$ cat src/rtl/cdt_pkg.sv
`timescale 1ns/1ps
package cdt_pkg;
    localparam int DATA_W = 8;
    localparam int NSRC   = 4;
    localparam int SEL_W  = $clog2(NSRC);

    localparam logic [3:0] A_CTL2 = 4'h1;
    localparam logic [3:0] A_TCTL = 4'hE;
    localparam logic [3:0] A_TCNT = 4'hF;

    localparam int B_TIE  = 0;
    localparam int B_TF   = 2;
    localparam int B_TITP = 4;
    localparam int B_EN   = 7;

    typedef enum logic [1:0] {
        T_EMPTY = 2'd0,
        T_LAST  = 2'd1,
        T_COUNT = 2'd2
    } cnt_state_e;

    typedef enum logic {
        P_IDLE = 1'b0,
        P_LOW  = 1'b1
    } pls_state_e;
endpackage

$ cat src/rtl/cdt_src_sel.sv
`timescale 1ns/1ps
module cdt_src_sel #(
    parameter int NSRC  = 4,
    parameter int SEL_W = 2
) (
    input  logic [NSRC-1:0]  src_tick,
    input  logic [SEL_W-1:0] sel,
    input  logic             en,
    output logic             tick
);
    logic [NSRC-1:0] hit;

    for (genvar i = 0; i < NSRC; i++) begin : g_src
        assign hit[i] = src_tick[i] && (sel == SEL_W'(i));
    end

    assign tick = en && (|hit);
endmodule

$ cat src/rtl/cdt_core.sv
`timescale 1ns/1ps
module cdt_core
    import cdt_pkg::*;
#(
    parameter int CNT_W = 8
) (
    input  logic             clk,
    input  logic             rst_n,
    input  logic             tick,
    input  logic             load,
    input  logic [CNT_W-1:0] load_val,
    output logic [CNT_W-1:0] cnt_o,
    output logic             expire_o
);
    localparam logic [CNT_W-1:0] ONE = CNT_W'(1);

    cnt_state_e       state_q, state_d;
    logic [CNT_W-1:0] cnt_q, cnt_d;
    logic [CNT_W-1:0] rel_q, rel_d;
    logic             expire;

    always_comb begin
        cnt_d  = cnt_q;
        rel_d  = rel_q;
        expire = 1'b0;
        if (load) begin
            cnt_d = load_val;
            rel_d = load_val;
        end else begin
            unique case (state_q)
                T_EMPTY: cnt_d = cnt_q;
                T_COUNT: if (tick) cnt_d = cnt_q - ONE;
                T_LAST: begin
                    if (tick) begin
                        cnt_d  = rel_q;
                        expire = 1'b1;
                    end
                end
                default: cnt_d = cnt_q;
            endcase
        end
        if (cnt_d == '0)       state_d = T_EMPTY;
        else if (cnt_d == ONE) state_d = T_LAST;
        else                   state_d = T_COUNT;
    end

    always_ff @(posedge clk or negedge rst_n) begin
        if (!rst_n) state_q <= T_EMPTY;
        else        state_q <= state_d;
    end

    always_ff @(posedge clk or negedge rst_n) begin
        if (!rst_n) begin
            cnt_q <= '0;
            rel_q <= '0;
        end else begin
            cnt_q <= cnt_d;
            rel_q <= rel_d;
        end
    end

    assign cnt_o    = cnt_q;
    assign expire_o = expire;

    AST_ZERO_HOLDS: assert property (@(posedge clk) disable iff (!rst_n)
        (state_q == T_EMPTY && !load) |=> (cnt_q == '0));
    AST_FREEZE: assert property (@(posedge clk) disable iff (!rst_n)
        (!tick && !load) |=> $stable(cnt_q));
    AST_LAST_IS_ONE: assert property (@(posedge clk) disable iff (!rst_n)
        (state_q == T_LAST) |-> (cnt_q == ONE));
endmodule

$ cat src/rtl/cdt_irq.sv
`timescale 1ns/1ps
module cdt_irq
    import cdt_pkg::*;
(
    input  logic clk,
    input  logic rst_n,
    input  logic expire,
    input  logic tick,
    input  logic en,
    input  logic tf,
    input  logic tie,
    input  logic pulse_mode,
    output logic irq_n
);
    pls_state_e pst_q, pst_d;

    always_comb begin
        pst_d = pst_q;
        unique case (pst_q)
            P_IDLE: if (expire) pst_d = P_LOW;
            P_LOW: begin
                if (expire)         pst_d = P_LOW;
                else if (tick || !en) pst_d = P_IDLE;
            end
            default: pst_d = P_IDLE;
        endcase
    end

    always_ff @(posedge clk or negedge rst_n) begin
        if (!rst_n) pst_q <= P_IDLE;
        else        pst_q <= pst_d;
    end

    always_comb begin
        if (pulse_mode) irq_n = !(tie && (pst_q == P_LOW));
        else            irq_n = !(tie && tf);
    end

    AST_NO_SPURIOUS_PULSE: assert property (@(posedge clk) disable iff (!rst_n)
        (pst_q == P_IDLE && !expire) |=> (pst_q == P_IDLE));
    AST_PULSE_STARTS: assert property (@(posedge clk) disable iff (!rst_n)
        expire |=> (pst_q == P_LOW));
endmodule

$ cat src/rtl/cdt_top.sv
`timescale 1ns/1ps
module cdt_top
    import cdt_pkg::*;
#(
    parameter int CNT_W  = 8,
    parameter int ADDR_W = 4
) (
    input  logic              clk,
    input  logic              rst_n,
    input  logic              wr_en,
    input  logic [ADDR_W-1:0] wr_addr,
    input  logic [7:0]        wr_data,
    input  logic [ADDR_W-1:0] rd_addr,
    output logic [7:0]        rd_data,
    input  logic [3:0]        src_tick,
    output logic              irq_n
);
    localparam logic [ADDR_W-1:0] AD_CTL2 = ADDR_W'(A_CTL2);
    localparam logic [ADDR_W-1:0] AD_TCTL = ADDR_W'(A_TCTL);
    localparam logic [ADDR_W-1:0] AD_TCNT = ADDR_W'(A_TCNT);

    logic             en_q, tf_q, tie_q, titp_q;
    logic [SEL_W-1:0] sel_q;
    logic             wr_ctl2, wr_tctl, wr_tcnt;
    logic             tick, expire;
    logic [CNT_W-1:0] cnt;

    assign wr_ctl2 = wr_en && (wr_addr == AD_CTL2);
    assign wr_tctl = wr_en && (wr_addr == AD_TCTL);
    assign wr_tcnt = wr_en && (wr_addr == AD_TCNT);

    cdt_src_sel #(.NSRC(NSRC), .SEL_W(SEL_W)) u_sel (
        .src_tick (src_tick),
        .sel      (sel_q),
        .en       (en_q),
        .tick     (tick)
    );

    cdt_core #(.CNT_W(CNT_W)) u_core (
        .clk      (clk),
        .rst_n    (rst_n),
        .tick     (tick),
        .load     (wr_tcnt),
        .load_val (wr_data[CNT_W-1:0]),
        .cnt_o    (cnt),
        .expire_o (expire)
    );

    cdt_irq u_irq (
        .clk        (clk),
        .rst_n      (rst_n),
        .expire     (expire),
        .tick       (tick),
        .en         (en_q),
        .tf         (tf_q),
        .tie        (tie_q),
        .pulse_mode (titp_q),
        .irq_n      (irq_n)
    );

    always_ff @(posedge clk or negedge rst_n) begin
        if (!rst_n) begin
            en_q   <= 1'b0;
            sel_q  <= '0;
            tie_q  <= 1'b0;
            titp_q <= 1'b0;
        end else begin
            if (wr_tctl) begin
                en_q  <= wr_data[B_EN];
                sel_q <= wr_data[SEL_W-1:0];
            end
            if (wr_ctl2) begin
                tie_q  <= wr_data[B_TIE];
                titp_q <= wr_data[B_TITP];
            end
        end
    end

    always_ff @(posedge clk or negedge rst_n) begin
        if (!rst_n)                         tf_q <= 1'b0;
        else if (expire)                    tf_q <= 1'b1;
        else if (wr_ctl2 && !wr_data[B_TF]) tf_q <= 1'b0;
    end

    always_comb begin
        rd_data = '0;
        if (rd_addr == AD_CTL2) begin
            rd_data[B_TIE]  = tie_q;
            rd_data[B_TF]   = tf_q;
            rd_data[B_TITP] = titp_q;
        end else if (rd_addr == AD_TCTL) begin
            rd_data[B_EN]      = en_q;
            rd_data[SEL_W-1:0] = sel_q;
        end else if (rd_addr == AD_TCNT) begin
            rd_data = 8'(cnt);
        end
    end

    AST_TF_ON_EXPIRE: assert property (@(posedge clk) disable iff (!rst_n)
        expire |=> tf_q);
    AST_TF_STICKY: assert property (@(posedge clk) disable iff (!rst_n)
        (tf_q && !(wr_ctl2 && !wr_data[B_TF])) |=> tf_q);
    AST_NO_EXPIRE_DISABLED: assert property (@(posedge clk) disable iff (!rst_n)
        !en_q |-> !expire);
endmodule

$ cat config.mk
export PLATFORM = sky130hd
export DESIGN_NAME = cdt_top
export DESIGN_NICKNAME = d
export VERILOG_FILES = /design/src/rtl/cdt_pkg.sv /design/src/rtl/cdt_src_sel.sv /design/src/rtl/cdt_core.sv /design/src/rtl/cdt_irq.sv /design/src/rtl/cdt_top.sv
export SDC_FILE = /design/constraint.sdc
export NUM_CORES = 1
export LEC_CHECK = 0
export BUFFER_PORTS_ARGS = -buffer_cell sky130_fd_sc_hd__clkbuf_2
export CORE_MARGIN = 10
export CORE_UTILIZATION = 55
export CTS_BUF_LIST = sky130_fd_sc_hd__clkbuf_4
export CTS_CLUSTER_DIAMETER = 30
export CTS_CLUSTER_SIZE = 30
export DETAILED_ROUTE_END_ITERATION = 10
export PLACE_DENSITY = 0.8
export SLEW_MARGIN = 30
export SYNTH_ARGS = -nofsm -noshare
export SYNTH_HDL_FRONTEND = slang
export SYNTH_HIERARCHICAL = 1
export SYNTH_SLANG_ARGS = --single-unit
$ cat constraint.sdc
create_clock -name clk -period 4.95 [get_ports clk]
set_clock_uncertainty 0.05 [all_clocks]
set_input_delay 0.7425 -clock clk [delete_from_list [all_inputs] [get_ports clk]]
set_output_delay 0.7425 -clock clk [all_outputs]
set_load 0.05 [all_outputs]
==> impl_metrics.ini, run 1 <==
[worst_setup_path]
worst-setup-path-type = flip-flop to flip-flop
reg2reg_to = u_core/state_q[1]
critPathCaptureType = flip-flop
crit_fanout = 19
reg2reg_depth = 7
r2r_start = sel_q[1]
worstPathArrival_ns = 3.17
reg2reg_slack_ns = 1.95
worstSetupStartpointType = flip-flop
cp_data_required_time_ns = 5.11

[yosys]
synth_ff_type = dfrtp_1
ys_types = 46
synth.top_cell.area_share = 0.385
netlist_instances = 168
yosys.cell_count.top_type = dfrtp_1
synth_top_cell_by_area = dfrtp_1
synthesis.area_um2 = 1630
synth_edf_count = 0
synth.area.top_cells = dfrtp_1 (38%), mux2_2 (9.7%), nor2_1 (3.9%)
yosys_register_bits = 25
ys_warn_count = 6
avgSynthCellArea_um2 = 9.67
synth.top_cells.by_count = dfrtp_1 (25), nor2_1 (17), mux2_2 (14), inv_1 (11), nand2_1 (9)
synth_nets = 194
ys_seq_area_frac = 0.385
async_flop_share = 1.00

[sta]
slew_headroom = 0.586
rsz0062_at_grt = no
finalSetupViolCount = 0
hold_viol = 0
tightest_slew_ns = 0.621
finalCriticalPeriod_ns = 3.00
finalSetupTns_ns = 0
slew_viol_final = 0
finalCritPeriodShare = 0.607
fin_hold_ws_ns = 0.361
fmax_mhz = 333

[layout]
finalNonFillerCells = 227
layout-drive-gt1-share = 0.286
multiInputGateArea_um2 = 923
diodes = 0
area_growth_pct = 12.1
fillCellCount = 234
layout.nets = 223
regArea_um2 = 626

[flow_run]
max_cap_violations = 0

[detailed_routing]
wl_mm = 4.03
viasPerCell = 6.27
remaining_drc_errors = 0
dr_total_vias = 1424
drtIter0Drc = 129
final_antenna_net_count = 0
drt_pass1_iterations = 4
avgRoutedWirePerCell_um = 17.7

[grt]
grt_pass1_vias = 1386
antenna_found_initial = 0
grt_overflow = 0
grt_pass1_wl_mm = 6.57
grt_usage = 0.148
grt_max_degree = 26

[clocking]
clkTransAtPathRegs_ns = 0.13
cts.path.max_buffers = 2
cts.sink_count = 25
post_cts.repair.setup_buffers = 0
cts_resized = 0
htree_levels = 1
clock-root-buffer = clkbuf_4
cts_hold_buf = 0
clock_latency_ns = 0.32
cts_tree = done
cts-buffers-inserted = 3

[floorplan]
die-area_um2 = 5530
io-pin-count = 32
fp.dieW_um = 74.4
row_count = 19
core-area_um2 = 2780
die_y_um = 74.4
start_util = 0.584

[power_and_ir_drop]
ir_worst_vdd_uv = 298
p_clk_frac = 0.132
power.switching_uw = 293
p_int_uw = 440
seqPwrFrac = 0.470
leakagePower_uw = 0.000852
swShare = 0.400
power.density_nw_per_um2 = 403
p_comb_frac = 0.398

[place]
dp_hpwl_mm = 3.04
port_buffers = 31
dp.cells = 223
gp_congestion = 0.887

[min_path]
hold_class = primary input to async pin

[run_status]
outcome = completed
cells in the final DEF, fill, tap and decap left out, types with 4 or more instances in the layout:
cell type and count:
clkbuf_2 31, dfrtp_1 25, nor2_1 17, mux2_2 14
inv_1 11, nand2_1 9, nand3_1 7, nor2b_1 6
a21oi_1 6, and3_1 5, o21ai_0 5, mux2i_1 4
clkbuf_4 4, nand3b_1 4
critical path, cell delays in order, from the launching register on:
cell and delay [ns]:
dfrtp_1 0.44, mux4_2 0.34, and2_1 0.50, nor4b_4 0.39, nor2_1 0.10, o32a_1 0.36, a2111o_1 0.38, or3_1 0.35
flip-flops by register name (all words and copies together), names as in the netlist:
register,count
tie_q,1
u_core/state_q,2
en_q,1
u_core/rel_q,8
titp_q,1
u_core/cnt_o,8
u_irq/pst_q,1
tf_q,1
sel_q,2
worst max path at each step:
stage | startpoint | end | slack [ns] | depth (start not counted)
after global placement | src_tick[3] | u_core/state_q[1] | 1.70 | 8
final | sel_q[1] | u_core/state_q[1] | 1.95 | 7
after CTS | sel_q[1] | u_core/state_q[1] | 1.97 | 7
after detailed placement | src_tick[3] | u_core/state_q[1] | 1.62 | 8
after floorplan | src_tick[3] | u_core/state_q[1] | 2.05 | 7
after global routing | sel_q[1] | u_core/state_q[1] | 1.77 | 7
final cells by class:
type | count | area share
inverters | 11 | 0.0227
flip-flops and latches | 25 | 0.343
clock buffers | 4 | 0.0165
well taps | 31 | 0.0213
multi-input cells | 124 | 0.507
repair buffers | 32 | 0.0893
power by group through the flow:
stage	logic, uW	registers, uW	clock network, uW
after detailed placement	287	348	0
after global placement	274	345	0
after CTS	288	344	101
after floorplan	227	323	0
final	292	345	96.7
after global routing	323	356	109
kinds of logic (layout without fill, tap and decap cells):
family,Yosys count,after routing,share of synthesized area
buf+inv,19,47,0.0470
flops,25,25,0.385
mux,20,20,0.142
compound gates,32,32,0.142
fa+ha+maj,3,3,0.0231
simple gates,69,69,0.261
through the flow:
step                total power [uW]   util  cell area [um^2]  setup WS, ns
finish                           734  0.655              1820          1.95
global route                     788  0.655              1820          1.77
CTS                              733  0.655              1820          1.97
detailed placement               635  0.644              1790          1.62
global placement                 619  0.644              1790          1.70
floorplan                        550      -              1630          2.05
per-layer routing:
| metal | routed length (um) | track usage | share of wire | vias to the layer above |
|---|---|---|---|---|
| met4 | 67 | 0.0610 | 0.017 | 0 |
| met3 | 248 | 0.0279 | 0.062 | 8 |
| li1 | - | - | - | 675 |
| met2 | 2100 | 0.248 | 0.52 | 48 |
| met5 | 0 | 0 | 0 | - |
| met1 | 1610 | 0.182 | 0.40 | 693 |
(Power assumes the default switching activity.)
==> inputs of run 2 (changes only) <==
--- a/config.mk
+++ b/config.mk
@@ -5,6 +5,7 @@
 export SDC_FILE = /design/constraint.sdc
 export NUM_CORES = 1
 export LEC_CHECK = 0
+export ABC_AREA = 1
 export BUFFER_PORTS_ARGS = -buffer_cell sky130_fd_sc_hd__clkbuf_2
 export CORE_MARGIN = 10
 export CORE_UTILIZATION = 55
@@ -12,7 +13,7 @@
 export CTS_CLUSTER_DIAMETER = 30
 export CTS_CLUSTER_SIZE = 30
 export DETAILED_ROUTE_END_ITERATION = 10
-export PLACE_DENSITY = 0.8
+export PLACE_DENSITY = 0.79
 export SLEW_MARGIN = 30
 export SYNTH_ARGS = -nofsm -noshare
 export SYNTH_HDL_FRONTEND = slang
==> constraint.sdc (replaced) <==
create_clock -name clk -period 2.8 [get_ports clk]
set_clock_uncertainty 0.05 [all_clocks]
set_input_delay 0.42 -clock clk [delete_from_list [all_inputs] [get_ports clk]]
set_output_delay 0.42 -clock clk [all_outputs]
set_load 0.05 [all_outputs]
==> run 2 against run 1 <==
Fmax rose by 45%. Register-to-register slack got worse by 1.2 ns. Setup slack got worse by 1.2 ns. First-iteration DRC count rose by 12%. Total power rose by 120%. Hold slack got worse by 0.32 ns. Combinational power rose to 3.1 times the previous value. Clock-buffer cell count did not move. Die area rose by 4.4%. Synthesized cell count rose by 52%. Largest cell class unchanged.
==> impl_metrics.ini, run 2 <==
[run_status]
outcome = completed

[layout]
final_common_cell = nand2_1
post-route-util = 0.641
diodes = 0
layout-drive-gt1-share = 0.244
final_area_um2 = 1940
layout_common_cells = nand2_1 (82), inv_1 (37), clkbuf_2 (31)
layout.nets = 314
area_growth_pct = 12.6

[power_and_ir_drop]
leakagePower_uw = 0.00107
ir_worst_vdd_uv = 456
power.density_nw_per_um2 = 849
finalPower_uw = 1650

[worst_setup_path]
critPathCaptureType = flip-flop
critical_path.slowest_cell = ha_1
reg2reg_depth = 11
crit_fanout = 11
cpLargestDelayFamily = simple AND/OR/NAND/NOR gates
reg2reg_to = u_core/state_q[0]
worstSetupStartpointType = flip-flop
cp_cell_sequence = inv_1, ha_1, inv_1, nand3_1, nand3_1, nand2_1, a21boi_1, nand2_1, nor2_2, nand3_2, nor2_2
crit_start = u_core/state_q[0]
crit_buf_inv = 2
reg2reg_slack_ns = 0.73
max_stage_delay_ns = 0.44
worstPathArrival_ns = 2.28
r2r_start = u_core/state_q[0]
worst-setup-path-type = flip-flop to flip-flop
cp-endpoint = u_core/state_q[0]
cp_data_required_time_ns = 3.01
crit_cells = 11

[detailed_routing]
wl_mm = 3.87
drt_pass1_iterations = 4
avgRoutedWirePerCell_um = 11.7
viasPerCell = 5.05
remaining_drc_errors = 0
drtIter0Drc = 144
dr_total_vias = 1671
final_antenna_net_count = 0

[clocking]
cts_tree = done
cts.sink_count = 25
cts_resized = 0
post_cts.repair.setup_buffers = 0
cts.path.max_buffers = 2
clock-root-buffer = clkbuf_4
clock_latency_ns = 0.31
cts_hold_buf = 0
htree_levels = 1
clkTransAtPathRegs_ns = 0.13
cts-buffers-inserted = 3

[min_path]
hold_class = primary input to async pin

[floorplan]
die-area_um2 = 5770
core-area_um2 = 3030
die_y_um = 76.0
fp.dieW_um = 76.0
io-pin-count = 32
start_util = 0.569
row_count = 20

[place]
placed_cell_area_um2 = 1910
gp_congestion = 0.937
dp_hpwl_mm = 3.12
port_buffers = 31

[grt]
antenna_found_initial = 0
grt_pass1_vias = 1576
grt_usage = 0.133
grt_max_degree = 26
grt_overflow = 0
grt_pass1_wl_mm = 6.78

[yosys]
async_flop_share = 1.00
yosys_register_bits = 25
avgSynthCellArea_um2 = 6.76
synth.top_cell.area_share = 0.363
synth_ff_type = dfrtp_1
ys_warn_count = 6
synth_nets = 281
ys_types = 26
synth.top_cells.by_count = nand2_1 (82), inv_1 (37), dfrtp_1 (25), nand3_1 (25), nor2_1 (13)
synthesis.area_um2 = 1720
synth_edf_count = 0
netlist_instances = 255
synth.area.top_cells = dfrtp_1 (36%), nand2_1 (18%), inv_1 (8.1%)
yosys.cell_count.top_type = nand2_1
synth_top_cell_by_area = dfrtp_1
ys_seq_area_frac = 0.363

[sta]
finalCriticalPeriod_ns = 2.07
slew_viol_final = 0
finalCritPeriodShare = 0.739
hold_viol = 0
slew_headroom = 0.591
fmax_mhz = 484
rsz0062_at_grt = no
finalSetupTns_ns = 0
finalSetupViolCount = 0
tightest_slew_ns = 0.614

[flow_run]
max_cap_violations = 0
run 2: report_power, final:
| part | internal, uW | total (uW) | switching [uW] | leakage, uW |
|---|---|---|---|---|
| sequential | 470 | 585 | 114 | 0.000312 |
| clock | 65.3 | 167 | 101 | 0.0000184 |
| combinational | 308 | 896 | 588 | 0.000738 |
run 2: final cells by class:
class | instances | area (um^2)
clock buffer | 4 | 30.0
fill | 282 | 1090
inverter | 42 | 160
multi-input combinational | 183 | 900
sequential | 25 | 626
tap | 44 | 55.1
timing repair buffer | 33 | 170
run 2: worst min-delay path by stage:
stage / startpoint / endpoint / depth (start not counted)
2_1_floorplan: rst_n / en_q / 0
3_3_place_gp: rst_n / sel_q[1] / 1
3_5_place_dp: rst_n / sel_q[1] / 1
4_1_cts: rst_n / u_core/rel_q[4] / 1
5_1_grt: rst_n / sel_q[1] / 1
6_report: rst_n / u_core/rel_q[4] / 1
run 2: metal layers:
metal / share of wire / vias to the layer above / track usage / routed length, um
li1: - / 858 / - / -
met1: 0.44 / 758 / 0.175 / 1720
met2: 0.47 / 51 / 0.216 / 1810
met3: 0.082 / 4 / 0.0283 / 316
met4: 0.0067 / 0 / 0.0284 / 26
met5: 0 / - / 0 / 0
run 2: logic make-up (layout without fill, tap and decap cells):
| group | count (synthesis) | after routing | share of synthesized area |
|---|---|---|---|
| compound gates | 30 | 30 | 0.0951 |
| simple gates | 150 | 150 | 0.402 |
| flops | 25 | 25 | 0.363 |
| buf+inv | 47 | 79 | 0.118 |
| fa+ha+maj | 3 | 3 | 0.0218 |
run 2: through the flow:
| step | hold WS (ns) | cells | setup WS [ns] |
|---|---|---|---|
| 5_1_grt | 0.0726 | 331 | 0.492 |
| 3_5_place_dp | 0.406 | 327 | 0.770 |
| 6_report | 0.0424 | 331 | 0.732 |
| 4_1_cts | 0.0502 | 331 | 0.749 |
| 2_1_floorplan | 0.0744 | 255 | 0.955 |
| 3_3_place_gp | 0.402 | 327 | 0.798 |
run 2: worst reg2reg max path: stages (launching register included):
cell      delay (ns)
dfrtp_1         0.39
inv_1           0.05
ha_1            0.44
inv_1           0.22
nand3_1         0.13
nand3_1         0.08
nand2_1         0.06
a21boi_1        0.19
nand2_1         0.10
nor2_2          0.12
nand3_2         0.09
nor2_2          0.09
==> inputs of run 3 (changes only) <==
==> constraint.sdc (replaced) <==
create_clock -name clk -period 2.05 [get_ports clk]
set_clock_uncertainty 0.05 [all_clocks]
set_input_delay 0.3075 -clock clk [delete_from_list [all_inputs] [get_ports clk]]
set_output_delay 0.3075 -clock clk [all_outputs]
set_load 0.05 [all_outputs]
==> run 3 against run 2 <==
The flow now finishes with violations (negative setup slack). Total power rose by 54%. Global-route usage rose by 0.60 points. Core utilization rose by 6.2 points. Critical path type unchanged. Clock-buffer cell count did not move. Critical path depth rose by 5. Via count rose by 4.8%. Largest cell class unchanged.
==> impl_metrics.ini, run 3 (synthesis results as in run 2) <==
[worst_setup_path]
reg2reg_to = u_core/state_q[0]
reg2reg_depth = 16
worstSetupStartpointType = flip-flop
r2r_start = sel_q[1]
crit_fanout = 7
worst-setup-path-type = flip-flop to flip-flop
critPathCaptureType = flip-flop
cp_data_required_time_ns = 2.25
reg2reg_slack_ns = -0.02
worstPathArrival_ns = 2.27

[clocking]
clkTransAtPathRegs_ns = 0.13
cts.sink_count = 25
cts_tree = done
htree_levels = 1
clock_latency_ns = 0.30
clock-root-buffer = clkbuf_4
cts.path.max_buffers = 2
cts-buffers-inserted = 3

[run_status]
outcome = complete, but fails checks
violations = negative setup slack

[grt]
grt_usage = 0.139
grt_max_degree = 26
grt_pass1_vias = 1626
use_met2 = 0.230
grt_overflow = 0
grt_pass1_wl_mm = 7.09
grtUsageMet1 = 0.183
busiest_layer = met2
use_met3 = 0.0271
antenna_found_initial = 0

[sta]
slew_headroom = 0.584
finalSetupViolCount = 1
hold_viol = 0
finalCritPeriodShare = 1.01
fmax_mhz = 483
slew_viol_final = 0
fin_ws_ns = -0.0185
tightest_slew_ns = 0.624
finalCriticalPeriod_ns = 2.07
rsz0062_at_grt = yes

[layout]
fillCellCount = 260
multiInputGateArea_um2 = 953
layout.nets = 326
regArea_um2 = 628
post-route-util = 0.702
layout_common_cells = nand2_1 (82), inv_1 (36), clkbuf_2 (31)
final_area_um2 = 2130
area_growth_pct = 23.5
diodes = 0
final_common_cell = nand2_1
layout-drive-gt1-share = 0.304
finalNonFillerCells = 343

[place]
port_buffers = 31
dp_hpwl_mm = 3.33
gp_congestion = 0.894
dp.cells = 332
placed_cell_area_um2 = 1960
place_ws_ns = -0.00183

[detailed_routing]
dr_total_vias = 1752
viasPerCell = 5.11
final_antenna_net_count = 0
remaining_drc_errors = 0
drt_pass1_iterations = 4
drtIter0Drc = 138
avgRoutedWirePerCell_um = 13.4
wl_mm = 4.59

[power_and_ir_drop]
leakagePower_uw = 0.00115
finalPower_uw = 2530
power.density_nw_per_um2 = 1190
ir_worst_vdd_uv = 780

[floorplan]
io-pin-count = 32
core-area_um2 = 3030
start_util = 0.569
row_count = 20
die-area_um2 = 5770
fp.dieW_um = 76.0
die_y_um = 76.0

[min_path]
hold_class = primary input to flip-flop
min_path_cells = 3
worstHoldStart = wr_data[7]
hold_path_end = en_q

[flow_run]
max_cap_violations = 0
-- run 3: area by class of cell --
type	count	share of cell area
flip-flops and latches	25	0.295
repair buffers	45	0.141
multi-input cells	183	0.448
well taps	44	0.0259
inverters	42	0.0753
clock buffers	4	0.0141
-- run 3: layer usage --
metal | up-vias | share of wire
li1 | 881 | -
met1 | 817 | 0.44
met2 | 50 | 0.49
met3 | 4 | 0.061
met4 | 0 | 0.0063
met5 | - | 0
-- run 3: worst max-delay path, cell delays in order, from the launching register on --
cell and delay, ns:
dfrtp_2 0.46, nor2_1 0.13, nand2_1 0.07, nand2_1 0.07, nor2_2 0.05, nor2_4 0.15
buf_6 0.12, clkbuf_16 0.13, buf_6 0.10, o21ai_2 0.05, a21oi_2 0.12, o21ai_1 0.07
nand2_1 0.07, nand2_2 0.06, nor2_2 0.11, nand3_2 0.09, nor2_2 0.10
-- run 3: how the worst max path moves through the flow --
stage | end | cells past startpoint | startpoint | slack [ns]
4_1_cts | u_core/state_q[0] | 14 | sel_q[0] | 0.04
3_3_place_gp | u_core/state_q[0] | 14 | sel_q[0] | 0.07
3_5_place_dp | u_core/state_q[0] | 14 | sel_q[0] | -0.002
5_1_grt | u_core/state_q[0] | 16 | sel_q[0] | -0.15
2_1_floorplan | u_core/state_q[0] | 16 | sel_q[0] | 0.30
6_report | u_core/state_q[0] | 16 | sel_q[1] | -0.02
-- run 3: repair_timing --
item                                   in CTS  in global routing
hold buffers                                1                  0
cloned                                      0                  1
resized for setup                           1                 17
pin swaps                                   0                 19
setup buffers                               0                  5
endpoints found under the hold margin      25                  0
setup endpoints to repair                   2                  2
-- run 3: power by group --
group	switching [uW]	leakage (uW)	internal, uW	total, uW
Combinational	940	0.000818	558	1500
Clock	136	0.0000184	89.1	225
Sequential	165	0.000310	644	809
-- run 3: metrics by stage --
stage          hold WS (ns)  setup TNS [ns]
3_5_place_dp          0.299        -0.00183
6_report              0.178         -0.0185
4_1_cts               0.174               0
5_1_grt               0.193          -0.245
3_3_place_gp          0.295               0
2_1_floorplan       -0.0381               0
